--- src/rtl/irq_sticky_pkg.sv ---
package irq_sticky_pkg;
    localparam int NSRC   = 5;
    localparam int DATA_W = 32;
    localparam int ADDR_W = 4;

    localparam int SRC_CORE  = 0;
    localparam int SRC_HPDR  = 1;
    localparam int SRC_HPDF  = 2;
    localparam int SRC_NONCE = 3;
    localparam int SRC_RND   = 4;

    localparam logic [ADDR_W-1:0] ADR_MASK = 4'd0;
    localparam logic [ADDR_W-1:0] ADR_STAT = 4'd1;
    localparam logic [ADDR_W-1:0] ADR_CLR  = 4'd2;

    localparam int LIVE_BIT = DATA_W - 1;

    typedef enum logic {
        LVL_LOW  = 1'b0,
        LVL_HIGH = 1'b1
    } lvl_state_e;
endpackage

--- src/rtl/irq_edge_fsm.sv ---
module irq_edge_fsm
    import irq_sticky_pkg::*;
(
    input  logic clk,
    input  logic rst_n,
    input  logic lvl_i,
    output logic rise_o
);
    lvl_state_e state_q;
    lvl_state_e state_d;

    always_ff @(posedge clk) begin
        if (!rst_n) state_q <= LVL_LOW;
        else        state_q <= state_d;
    end

    always_comb begin
        state_d = state_q;
        unique case (state_q)
            LVL_LOW:  if (lvl_i)  state_d = LVL_HIGH;
            LVL_HIGH: if (!lvl_i) state_d = LVL_LOW;
        endcase
    end

    always_comb begin
        rise_o = 1'b0;
        unique case (state_q)
            LVL_LOW:  rise_o = lvl_i;
            LVL_HIGH: rise_o = 1'b0;
        endcase
    end
endmodule

--- src/rtl/irq_sticky_bank.sv ---
module irq_sticky_bank #(
    parameter int N = 5
) (
    input  logic         clk,
    input  logic         rst_n,
    input  logic [N-1:0] hw_set_i,
    input  logic [N-1:0] sw_set_i,
    input  logic [N-1:0] clr_i,
    output logic [N-1:0] status_o
);
    for (genvar k = 0; k < N; k++) begin : g_bit
        logic bit_q;
        always_ff @(posedge clk) begin
            if (!rst_n)                        bit_q <= 1'b0;
            else if (hw_set_i[k] || sw_set_i[k]) bit_q <= 1'b1;
            else if (clr_i[k])                 bit_q <= 1'b0;
        end
        assign status_o[k] = bit_q;
    end
endmodule

--- src/rtl/irq_reg_port.sv ---
module irq_reg_port
    import irq_sticky_pkg::*;
(
    input  logic              clk,
    input  logic              rst_n,
    input  logic [ADDR_W-1:0] reg_addr,
    input  logic              reg_we,
    input  logic [DATA_W-1:0] reg_wdata,
    input  logic [NSRC-1:0]   status_i,
    input  logic              live_lvl_i,
    output logic [NSRC-1:0]   mask_o,
    output logic [NSRC-1:0]   sw_set_o,
    output logic [NSRC-1:0]   clr_o,
    output logic [DATA_W-1:0] reg_rdata
);
    logic [NSRC-1:0] mask_q;
    logic            unused_hi;

    assign unused_hi = ^reg_wdata[DATA_W-1:NSRC];

    always_ff @(posedge clk) begin
        if (!rst_n)                               mask_q <= '0;
        else if (reg_we && reg_addr == ADR_MASK)  mask_q <= reg_wdata[NSRC-1:0];
    end

    always_comb begin
        sw_set_o = (reg_we && reg_addr == ADR_STAT) ? reg_wdata[NSRC-1:0] : '0;
        clr_o    = (reg_we && reg_addr == ADR_CLR)  ? reg_wdata[NSRC-1:0] : '0;
    end

    always_comb begin
        reg_rdata = '0;
        if (reg_addr == ADR_MASK) begin
            reg_rdata[NSRC-1:0] = mask_q;
        end else if (reg_addr == ADR_STAT) begin
            reg_rdata[NSRC-1:0] = status_i;
            reg_rdata[LIVE_BIT] = live_lvl_i;
        end
    end

    assign mask_o = mask_q;
endmodule

--- src/rtl/irq_sticky_ctrl.sv ---
module irq_sticky_ctrl
    import irq_sticky_pkg::*;
(
    input  logic              clk,
    input  logic              rst_n,
    input  logic              core_irq_lvl,
    input  logic              hpd_rise_evt,
    input  logic              hpd_fall_evt,
    input  logic              nonce_evt,
    input  logic              rnd_err_evt,
    input  logic [ADDR_W-1:0] reg_addr,
    input  logic              reg_we,
    input  logic [DATA_W-1:0] reg_wdata,
    output logic [DATA_W-1:0] reg_rdata,
    output logic              irq_out
);
    logic            core_rise;
    logic [NSRC-1:0] hw_set;
    logic [NSRC-1:0] sw_set;
    logic [NSRC-1:0] clr_bits;
    logic [NSRC-1:0] status_q;
    logic [NSRC-1:0] mask_q;

    irq_edge_fsm u_edge (
        .clk    (clk),
        .rst_n  (rst_n),
        .lvl_i  (core_irq_lvl),
        .rise_o (core_rise)
    );

    always_comb begin
        hw_set            = '0;
        hw_set[SRC_CORE]  = core_rise;
        hw_set[SRC_HPDR]  = hpd_rise_evt;
        hw_set[SRC_HPDF]  = hpd_fall_evt;
        hw_set[SRC_NONCE] = nonce_evt;
        hw_set[SRC_RND]   = rnd_err_evt;
    end

    irq_sticky_bank #(.N(NSRC)) u_bank (
        .clk      (clk),
        .rst_n    (rst_n),
        .hw_set_i (hw_set),
        .sw_set_i (sw_set),
        .clr_i    (clr_bits),
        .status_o (status_q)
    );

    irq_reg_port u_regs (
        .clk        (clk),
        .rst_n      (rst_n),
        .reg_addr   (reg_addr),
        .reg_we     (reg_we),
        .reg_wdata  (reg_wdata),
        .status_i   (status_q),
        .live_lvl_i (core_irq_lvl),
        .mask_o     (mask_q),
        .sw_set_o   (sw_set),
        .clr_o      (clr_bits),
        .reg_rdata  (reg_rdata)
    );

    assign irq_out = |(status_q & mask_q);
endmodule

--- config.mk ---
export PLATFORM = sky130hd
export DESIGN_NAME = irq_sticky_ctrl
export DESIGN_NICKNAME = d
export VERILOG_FILES = /design/src/rtl/irq_sticky_pkg.sv /design/src/rtl/irq_edge_fsm.sv /design/src/rtl/irq_sticky_bank.sv /design/src/rtl/irq_reg_port.sv /design/src/rtl/irq_sticky_ctrl.sv
export SDC_FILE = /design/constraint.sdc
export NUM_CORES = 1
export LEC_CHECK = 0
export ABC_AREA = 1
export BUFFER_PORTS_ARGS = -buffer_cell sky130_fd_sc_hd__buf_2
export CORE_MARGIN = 4
export CORE_UTILIZATION = 37
export CTS_CLUSTER_SIZE = 25
export DETAILED_ROUTE_END_ITERATION = 10
export PLACE_DENSITY = 0.8
export SLEW_MARGIN = 20
export SYNTH_ARGS = -nofsm -noshare
export SYNTH_HDL_FRONTEND = slang
export SYNTH_SLANG_ARGS = --single-unit
--- constraint.sdc ---
create_clock -name clk -period 0.9 [get_ports clk]
set_input_delay 0.045 -clock clk [delete_from_list [all_inputs] [get_ports clk]]
set_output_delay 0.045 -clock clk [all_outputs]
set_load 0.005 [all_outputs]
Word-level counts from Yosys, hierarchy flattened
Cells that the tools add are included.
Storage, ports and cells
  register bits: 11
  output and inout port bits: 33
  input port bits: 44
Operators by class
  reductions and logical operators: 15
  equal/unequal tests: 2
  multiplexer cells: 18
  bitwise gates (word level): 2
Operator list (count)
  $mux 5: 4
  $mux 1: 13
  $reduce_bool 2->1: 5
  $and 5x5->5: 1
  $logic_or 1x1->1: 5
  $reduce_or 5->1: 1
  $eq 4x1->1 const B: 1
  $eq 4x2->1 const B: 1
  $logic_not 4->1: 1
  $logic_and 1x1->1: 3
  $pmux 1 s2: 1
  $not 1->1: 1

Longest topological paths before layout
Gate-level depths: netlist (run 1).
  depth after elaboration: 5
  mapped depth: 6
  depth with buffers taken out: 6

Hierarchy
Synthesis (run 1) repeated with hierarchy kept, for this count alone.
Unflattened totals
  cells, all modules: 145
  area, all modules: 905.9 µm²
Modules (own cells, without submodules)
  irq_reg_port: cells an instance 98, times used 1, area an instance 604.3 µm²
  irq_sticky_bank: cells an instance 31, times used 1, area an instance 222.7 µm²
  irq_sticky_ctrl: cells an instance 11, times used 1, area an instance 41.3 µm²
  irq_edge_fsm: cells an instance 5, times used 1, area an instance 37.5 µm²

Worst setup path after synthesis (run 1)
Ideal clock, no wire load.
  path kind: reg2reg
  start: register u_edge.state_q
  end: register u_bank.g_bit[0].bit_q
  cell stages (with the launch flop): 5
  path buffers: 0
  arrival: 0.725 ns
  slack: 0.105 ns
  library setup time: 0.070 ns
  data required time: 0.830 ns
  path through: dfxtp_1 or2_2 nand2_1 inv_1 a21oi_1
Between the ends
  word-level cells in the longest chain between the ends: 4
  elaborated cells between the ends (all ways): 5
  classes of those cells: 2 x mux; 1 x bitwise; 2 x reduce/logical
Ends and longest elaborated chain
  start: declaration: line irq_edge_fsm.sv:9  | lvl_state_e state_q;
  start signal: assignment: line irq_edge_fsm.sv:14  | else state_q <= state_d;
  $not 1->1: line irq_edge_fsm.sv:27  | unique case (state_q)
  $pmux 1 s2 *: line irq_edge_fsm.sv:27
  $logic_or 1x1->1 *: line irq_sticky_bank.sv:15  | else if (hw_set_i[k] || sw_set_i[k]) bit_q <= 1'b1;
  $mux 1 or $reduce_bool 2->1 (tied branches)
  end signal: assignment: line irq_sticky_bank.sv:14  | if (!rst_n) bit_q <= 1'b0;
  end signal: assignment: line irq_sticky_bank.sv:15
  end signal: assignment: line irq_sticky_bank.sv:16  | else if (clr_i[k]) bit_q <= 1'b0;
  end: declaration: line irq_sticky_bank.sv:12  | logic bit_q;
Mark *: on every way between the ends. The rest lies on a longest branch, timed or not.
A chain may end at the register's enable or synchronous reset.

Worst setup path in the final report (run 1)
  start: register u_regs.mask_q[4], in the netlist u_regs.mask_o[4]
  end: output irq_out
Between the ends
  word-level cells in the longest chain between the ends: 2
Ends and longest elaborated chain
  start: declaration: line irq_reg_port.sv:16  | logic [NSRC-1:0] mask_q;
  start signal: assignment: line irq_reg_port.sv:23  | else if (reg_we && reg_addr == ADR_MASK) mask_q <= reg_wdata[NSRC-1:0];
  $and 5x5->5: line irq_sticky_ctrl.sv:63  | assign irq_out = |(status_q & mask_q);
  $reduce_or 5->1: line irq_sticky_ctrl.sv:63
  end: declaration: line irq_sticky_ctrl.sv:15  | output logic irq_out
No other way between the ends.

==> results summary, run 1 <==
The flow ran to the end, but the final reports show violations. The final reports fail on setup timing. The initial core utilization is 38.5%. The synthesized netlist cell count is 120. Entering global routing, the biggest net connects 12 pins. The worst setup path is captured at an output port. The final antenna-violating net count came out at 0. Following the worst setup path forward leads to its endpoint at irq_out. The number of antenna violations at the first check in global routing is 0. The synthesis-to-layout area growth came out at 27.7%. The insertion delay of the later-clocked pin in the worst-skew pair came out at between 0.2 and 0.3 ns. In this run the worst hold path is classified as input pin to flip-flop. The via density per instance came out at approximately 4.4. Measured along the x axis, the die boundary spans 55.7 µm. The synthesized design devotes to its leading area cell type 26.1% of total area. The number of enable flip-flop cells after synthesis came out at 0. Setup repair after global routing could not meet its margin everywhere. The area of the die is 0.00311 mm². The initial DRC count came out at 11. The total count of max-transition violations in the final report was 0. Across the run, the number of max-cap violations was 0. The static leakage is 0.565 nW. The sum of overflow across all layers after global routing came out at 0. By startpoint and endpoint, the worst setup path is classified as flip-flop to output port. The via count of the first global-routing pass came out at 688. During placement, the flow inserted port buffers numbering 23. Based on the critical path, the design can be clocked at up to 939 MHz. After the last flow step, the layout net total stands at 203. The nature of the critical path startpoint is a flip-flop. IR analysis of the VDD net gives a maximum drop of 0.000878 V. The mapped cell area is 843 µm². The worst register-to-register path begins at u_edge.state_q. Yosys printed 0 warnings. The footprint of the multi-input gates is 479 µm².

The critical path launch point is u_regs.mask_o[4]. The number of storage elements in the synthesis netlist is 11. The power per cell area is 1070 mW/mm². The number of remaining DRC errors came out at 0. The count of unique library cells instantiated by Yosys came out at 20. The final setup slack of the worst path is -0.165 ns. After routing the design area is 0.00108 mm². The number of primary I/O pins is 77. Along the worst path, the maximum fanout reaches 2. After filler insertion, the fill cell instance count of the layout stands at 242. The first global-routing pass estimated 2940 µm of wire. The final wirelength came out at around 2000 µm. The final cell utilization of the core is about half. The tightest hold path in the finished design has a slack of 0.0477 ns. Before antenna repair, the detailed router went through 4 iterations. Sorting the synthesized cells by how often they occur yields sky130_fd_sc_hd__buf_4, sky130_fd_sc_hd__inv_1, sky130_fd_sc_hd__nand2_1. The clock tree root buffer cell is sky130_fd_sc_hd__clkbuf_4.

The maximum count of clock buffers along a single path came out at 2. STA puts the critical path data required time at between 0.8 and 0.9 ns. The clock-pin slew reported for the worst setup and hold paths after clock tree synthesis is 0.07 ns. Cells with a size suffix above 1 make up 46.2% of the layout. The fraction of registers with async set/reset came out at 0%. The post-DP HPWL is 1370 µm. The count of vias placed by the detailed router came out at 817. The cell area after placement came out at ~910 µm².

Ranked by total cell area, the synthesized netlist is headed by sky130_fd_sc_hd__dfxtp_1, sky130_fd_sc_hd__buf_4, sky130_fd_sc_hd__inv_1. The total of endpoints with negative setup slack in the final report is 6. The floorplan has 17 rows.

A synthesized cell averages 7.03 µm². The fraction of the cycle the final worst path needs came out at 118%. The most frequent cell after synthesis is sky130_fd_sc_hd__buf_4. In this run the number of H-tree levels came out at 1. The critical path arrival came out at just over 1 ns. From bottom edge to top edge, the die measures between 50 and 60 µm. The global placer's final weighted congestion came out at between 0.8 and 0.9. Across every metal layer, demand over resource in global routing totals 12.2%. The worst register-to-register path has a setup slack of 0.06 ns.

The total CTS buffers came out at 3. After detailed routing, the average wire length per cell comes to 10.9 µm. The core outline area came out at 0.00219 mm². CTS saw 11 sinks.

TritonCTS built the clock tree. The sequential element share of the synthesized area is 26.1%. The sequential cells in the finished layout cover a total of 231 µm². The worst register-to-register path ends at u_bank.g_bit[0].bit_q. The final hold violation count came out at 0. The number of antenna cells inserted is 0. For the finished layout, the period the worst path requires is 1.07 ns. The final clock skew is 0.000265 ns. The cell depth of the worst flop-to-flop path is 4.

The post-synthesis cell type with the largest combined area is sky130_fd_sc_hd__dfxtp_1. Among all flip-flop cells after synthesis, the most frequent one is sky130_fd_sc_hd__dfxtp_1.
-- critical path: stages (launching register included) --
cell                      delay, ns
sky130_fd_sc_hd__dfxtp_2       0.32
sky130_fd_sc_hd__inv_2         0.06
sky130_fd_sc_hd__o21ai_2       0.07
sky130_fd_sc_hd__a21oi_2       0.10
sky130_fd_sc_hd__nand3_1       0.07
sky130_fd_sc_hd__buf_2         0.13
-- worst min path at each step --
stage                      start        endpoint  cells after the start
finish                     rst_n  u_edge.state_q                      3
global route               rst_n  u_edge.state_q                      3
CTS                        rst_n  u_edge.state_q                      3
detailed placement  core_irq_lvl  u_edge.state_q                      3
global placement    core_irq_lvl  u_edge.state_q                      3
floorplan           core_irq_lvl  u_edge.state_q                      2
-- cell families (layout without fill, tap and decap cells) --
group,Yosys count,after routing,share of synthesized area (%)
AOI/OAI and AO/OA,22,22,13.9
buffers and inverters,48,61,34.0
DFF,11,11,26.1
other,1,26,0.445
and+or+nand+nor,38,38,25.5
-- final cells by class --
cell class	count	share of cell area (%)
Timing Repair Buffer	37	21.4
Inverter	20	6.97
Tap cell	28	3.25
Sequential cell	11	21.5
Multi-Input combinational cell	86	44.5
Clock buffer	4	2.44
-- timing repair --
action / 4_1_cts / 5_1_grt
setup endpoints to repair: 6 / 8
hold buffers: 1 / 0
endpoints found under the hold margin: 1 / 0
buffers inserted: 2 / 6
resized for setup: 14 / 15
pin swaps: 4 / 10
-- cell usage in the layout (no fill, tap or decap), types with 3 or more instances in the layout --
| master | count |
|---|---|
| sky130_fd_sc_hd__inv_2 | 6 |
| sky130_fd_sc_hd__o21ai_2 | 5 |
| sky130_fd_sc_hd__dfxtp_2 | 9 |
| sky130_fd_sc_hd__conb_1 | 26 |
| sky130_fd_sc_hd__o21ai_0 | 4 |
| sky130_fd_sc_hd__a21oi_1 | 9 |
| sky130_fd_sc_hd__inv_1 | 14 |
| sky130_fd_sc_hd__buf_4 | 11 |
| sky130_fd_sc_hd__nand2_1 | 14 |
| sky130_fd_sc_hd__clkbuf_4 | 3 |
| sky130_fd_sc_hd__nand3_2 | 4 |
| sky130_fd_sc_hd__nand4_1 | 10 |
| sky130_fd_sc_hd__buf_2 | 23 |
-- flip-flops by register name, indices dropped and copies added (netlist names) --
signal              cells
u_regs.mask_o           5
u_bank.g_bit.bit_q      5
u_edge.state_q          1
-- metal layers --
layer	part of all wire [%]	vias up	GRT usage, %
met3	9.8	4	6.03
met5	0	-	0
li1	-	411	-
met4	2.4	0	5.21
met2	49	37	19.1
met1	39	365	13.9
-- power breakdown --
| part | internal (mW) | switching, mW |
|---|---|---|
| combinational | 0.112 | 0.153 |
| sequential | 0.515 | 0.0190 |
| clock | 0.172 | 0.178 |
-- stage by stage --
| step | worst slack [ns] | cells | power [mW] | setup TNS (ns) |
|---|---|---|---|---|
| after floorplan | 0.105 | 145 | 0.739 | 0 |
| after global placement | 0.0161 | 173 | 0.742 | 0 |
| after detailed placement | -0.00306 | 173 | 0.744 | -0.00565 |
| after CTS | -0.215 | 180 | 1.11 | -0.693 |
| after global routing | -0.222 | 186 | 1.23 | -0.926 |
| final | -0.165 | 186 | 1.15 | -0.546 |
Power figures use the tool's default switching activity.
==> run 2: changes to the inputs <==
GPL_TIMING_DRIVEN = 0   (was unset)
==> run 2 against run 1 <==
  * The flow still finishes with violations (setup timing)
  * Register-to-register slack about the same
  * Hold slack better by 0.013 ns
  * Highest routed layer unchanged
  * Largest cell class unchanged
  * Die area unchanged
==> results summary, run 2 (same netlist as run 1, synthesis figures left out) <==
The TritonCTS clock tree was done (unchanged). The slack of the worst reg-to-reg path is 0.06 ns (about the same). The peak supply drop was 0.000870 V (was 0.000878 V). The critical path required time came out at 0.85 ns (about the same). The reg-to-reg critical path startpoint is u_edge.state_q (unchanged).

The final wirelength came out at 2080 µm (was 2030 µm). The ratio of cells with drive above 1 in the final layout came out at 49.4% (was 46.2%). The power per cell area came out at 987 mW/mm² (was 1070 mW/mm²). The number of primary I/O pins is 77 (unchanged).

The layout net count is 225 (was 203). The final clock skew came to 0.00436 ns (was 0.000265 ns). Failing checks: setup timing (unchanged). The static leakage is 0.679 nW (was 0.565 nW). The final cell utilization of the core was 56.1% (was 49.2%).

Cell-by-cell trace of the critical path: nand2_2, o21ai_2, a21oi_2, nand3_1, buf_2 (was inv_2, o21ai_2, a21oi_2, nand3_1, buf_2). The total of endpoints with negative setup slack in the final report was 6 (unchanged). The number of remaining DRC errors came to 0 (unchanged). The initial DRC count came to 8 (was 11).

The number of buffers and inverters on the critical path was 1 (was 2). The post-DP HPWL came to 1400 µm (was 1370 µm). The total CTS buffers is 3 (unchanged). The sum of overflow across all layers after global routing came to 0 (unchanged). The non-filler instance count after layout came to 208 (was 186). The cell depth of the worst flop-to-flop path came out at 4 (unchanged). The count of buffers from port buffering came to 23 (unchanged). The count of H-tree levels built during CTS came out at 1 (unchanged).

The max-capacitance violation count came to 0 (unchanged). The nature of the critical path startpoint is a flip-flop (unchanged). The maximum fanout along the worst path is 2 (unchanged).

The worst min-delay path category is input pin to flip-flop (unchanged). The wire length of the first global-routing pass came to 3340 µm (was 2940 µm). The total routing resource utilization after global routing came out at 13.6% (was 12.2%).

The leading cell type in the layout, fill and taps excluded is sky130_fd_sc_hd__buf_4 (was sky130_fd_sc_hd__conb_1). The vertical extent of the die is 55.7 µm (unchanged). The final-layout fill cell count is 229 (was 242).

The x dimension of the die is 55.7 µm (unchanged). The maximum number of pins on one net before global-route repair is 11 (was 12). The routed length per instance is 9.98 µm (was 10.9 µm).

The site row count came to 17 (unchanged). The worst-path cell with the longest stage delay was sky130_fd_sc_hd__dfxtp_2 (unchanged). Unrepaired setup endpoints after global routing: true (unchanged). The largest stage delay on the critical path came to 0.34 ns (was 0.32 ns). The insertion delay of the later-clocked pin in the worst-skew pair is 0.27 ns (was 0.28 ns). The synthesis-to-layout area growth is 45.7% (was 27.7%). The area of the die was 0.00311 mm² (unchanged). The number of antenna cells inserted is 0 (unchanged). The number of clock sinks seen by CTS came out at 11 (unchanged). The clock tree root buffer cell was sky130_fd_sc_hd__clkbuf_4 (unchanged). Leading cell types in the layout, fill and taps excluded: sky130_fd_sc_hd__buf_4, sky130_fd_sc_hd__conb_1, sky130_fd_sc_hd__buf_2 (was sky130_fd_sc_hd__conb_1, sky130_fd_sc_hd__buf_2, sky130_fd_sc_hd__inv_1, sky130_fd_sc_hd__nand2_1, sky130_fd_sc_hd__buf_4). The endpoint kind of the worst setup timing path is an output port (unchanged). The cell family contributing the most delay on the critical path is flip-flops (unchanged). The clock-pin slew reported for the worst setup and hold paths after clock tree synthesis is 0.07 ns (about the same). The total placed cells including tap cells came out at 196 (was 173).

The via density per instance came out at 4.19 (was 4.39). The final setup slack of the worst path came out at -0.186 ns (was -0.165 ns). The maximum count of clock buffers along a single path came out at 2 (unchanged). The number of antenna violations at the first check in global routing is 0 (unchanged). The initial core utilization is 38.5% (unchanged). The global placer's final weighted congestion came out at 0.827 (was 0.826). The minimum period implied by the final worst setup slack came to 1.09 ns (was 1.07 ns).

The fraction of the cycle the final worst path needs was 121% (was 118%). Status: finished with violations (unchanged). The count of cells along the worst hold path came out at 3 (unchanged). The worst-case hold path end point was u_edge.state_q (unchanged).

The highest clock frequency the design can meet is 921 MHz (was 939 MHz). The worst slack after detailed placement came out at -0.0882 ns (was -0.00306 ns). The final total negative setup slack was -0.584 ns (was -0.546 ns). The length of the first detailed-routing pass in iterations came out at 4 (unchanged). The count of vias placed by the detailed router came to 871 (was 817). The beginning of the worst hold path is rst_n (unchanged). The end of the worst register-to-register path was u_bank.g_bit[0].bit_q (unchanged).

The total count of max-transition violations in the final report is 0 (unchanged). The final antenna-violating net count was 0 (unchanged). The core outline area came out at 0.00219 mm² (unchanged). The critical path arrival came out at 1.04 ns (was 1.02 ns).

The kind of critical path is flip-flop to output port (unchanged). The via count of the first global-routing pass came out at 760 (was 688). The final hold violation count is 0 (unchanged).
run 2: cell types whose count changed in the layout (fill, tap and decap cells not counted), sizes merged:
cell	previous run	this run
buf	36	58
run 2: worst max path at each step:
stage	startpoint	to	slack, ns	cells after the start
final	u_bank.g_bit[3].bit_q	irq_out	-0.19	5
after global placement	reg_addr[3]	reg_rdata[4]	-0.1	6
after CTS	u_bank.g_bit[4].bit_q	irq_out	-0.23	5
after detailed placement	reg_addr[3]	reg_rdata[4]	-0.09	6
after floorplan	u_edge.state_q	u_bank.g_bit[0].bit_q	0.11	4
after global routing	u_bank.g_bit[3].bit_q	irq_out	-0.23	5
run 2: per-stage QoR:
stage	hold slack [ns]	power, mW	area [µm²]
2_1_floorplan	0.138	0.739	937
5_1_grt	0.0462	1.30	1230
4_1_cts	0.0488	1.19	1180
3_3_place_gp	0.240	0.817	1090
3_5_place_dp	0.243	0.819	1090
6_report	0.0604	1.21	1230
run 2: layer usage:
layer  up-vias  share of wire, %  track usage [%]
li1        457                 -                -
met1       371                39             16.1
met2        37                49             22.0
met3         6               9.7             6.26
met4         0               1.9             3.82
met5         -                 0                0
run 2: area by class of cell:
class | instances | area, µm² | area share, %
Multi-Input combinational cell | 86 | 468 | 38.1
Clock buffer | 4 | 26.3 | 2.14
Sequential cell | 11 | 231 | 18.8
Tap cell | 28 | 35.0 | 2.85
Timing Repair Buffer | 31 | 181 | 14.8
Buffer | 28 | 211 | 17.2
Inverter | 20 | 75.1 | 6.11
run 2: what timing repair did:
action                                 in CTS  in global routing
buffers inserted                            4                  3
pin swaps                                   5                  2
setup endpoints to repair                   7                  7
endpoints found under the hold margin       1                  0
resized for setup                          15                  9
hold buffers                                1                  0
run 2: worst min-delay path: cells and delay by family:
family	cells	cell delay, ns
and+or+nand+nor	1	0.07
buffers and inverters	2	0.18
run 2: power breakdown:
part / internal [mW] / switching (mW) / total, mW
clock network: 0.172 / 0.174 / 0.346
registers: 0.515 / 0.0194 / 0.535
logic: 0.170 / 0.163 / 0.332
total: 0.857 / 0.356 / 1.21
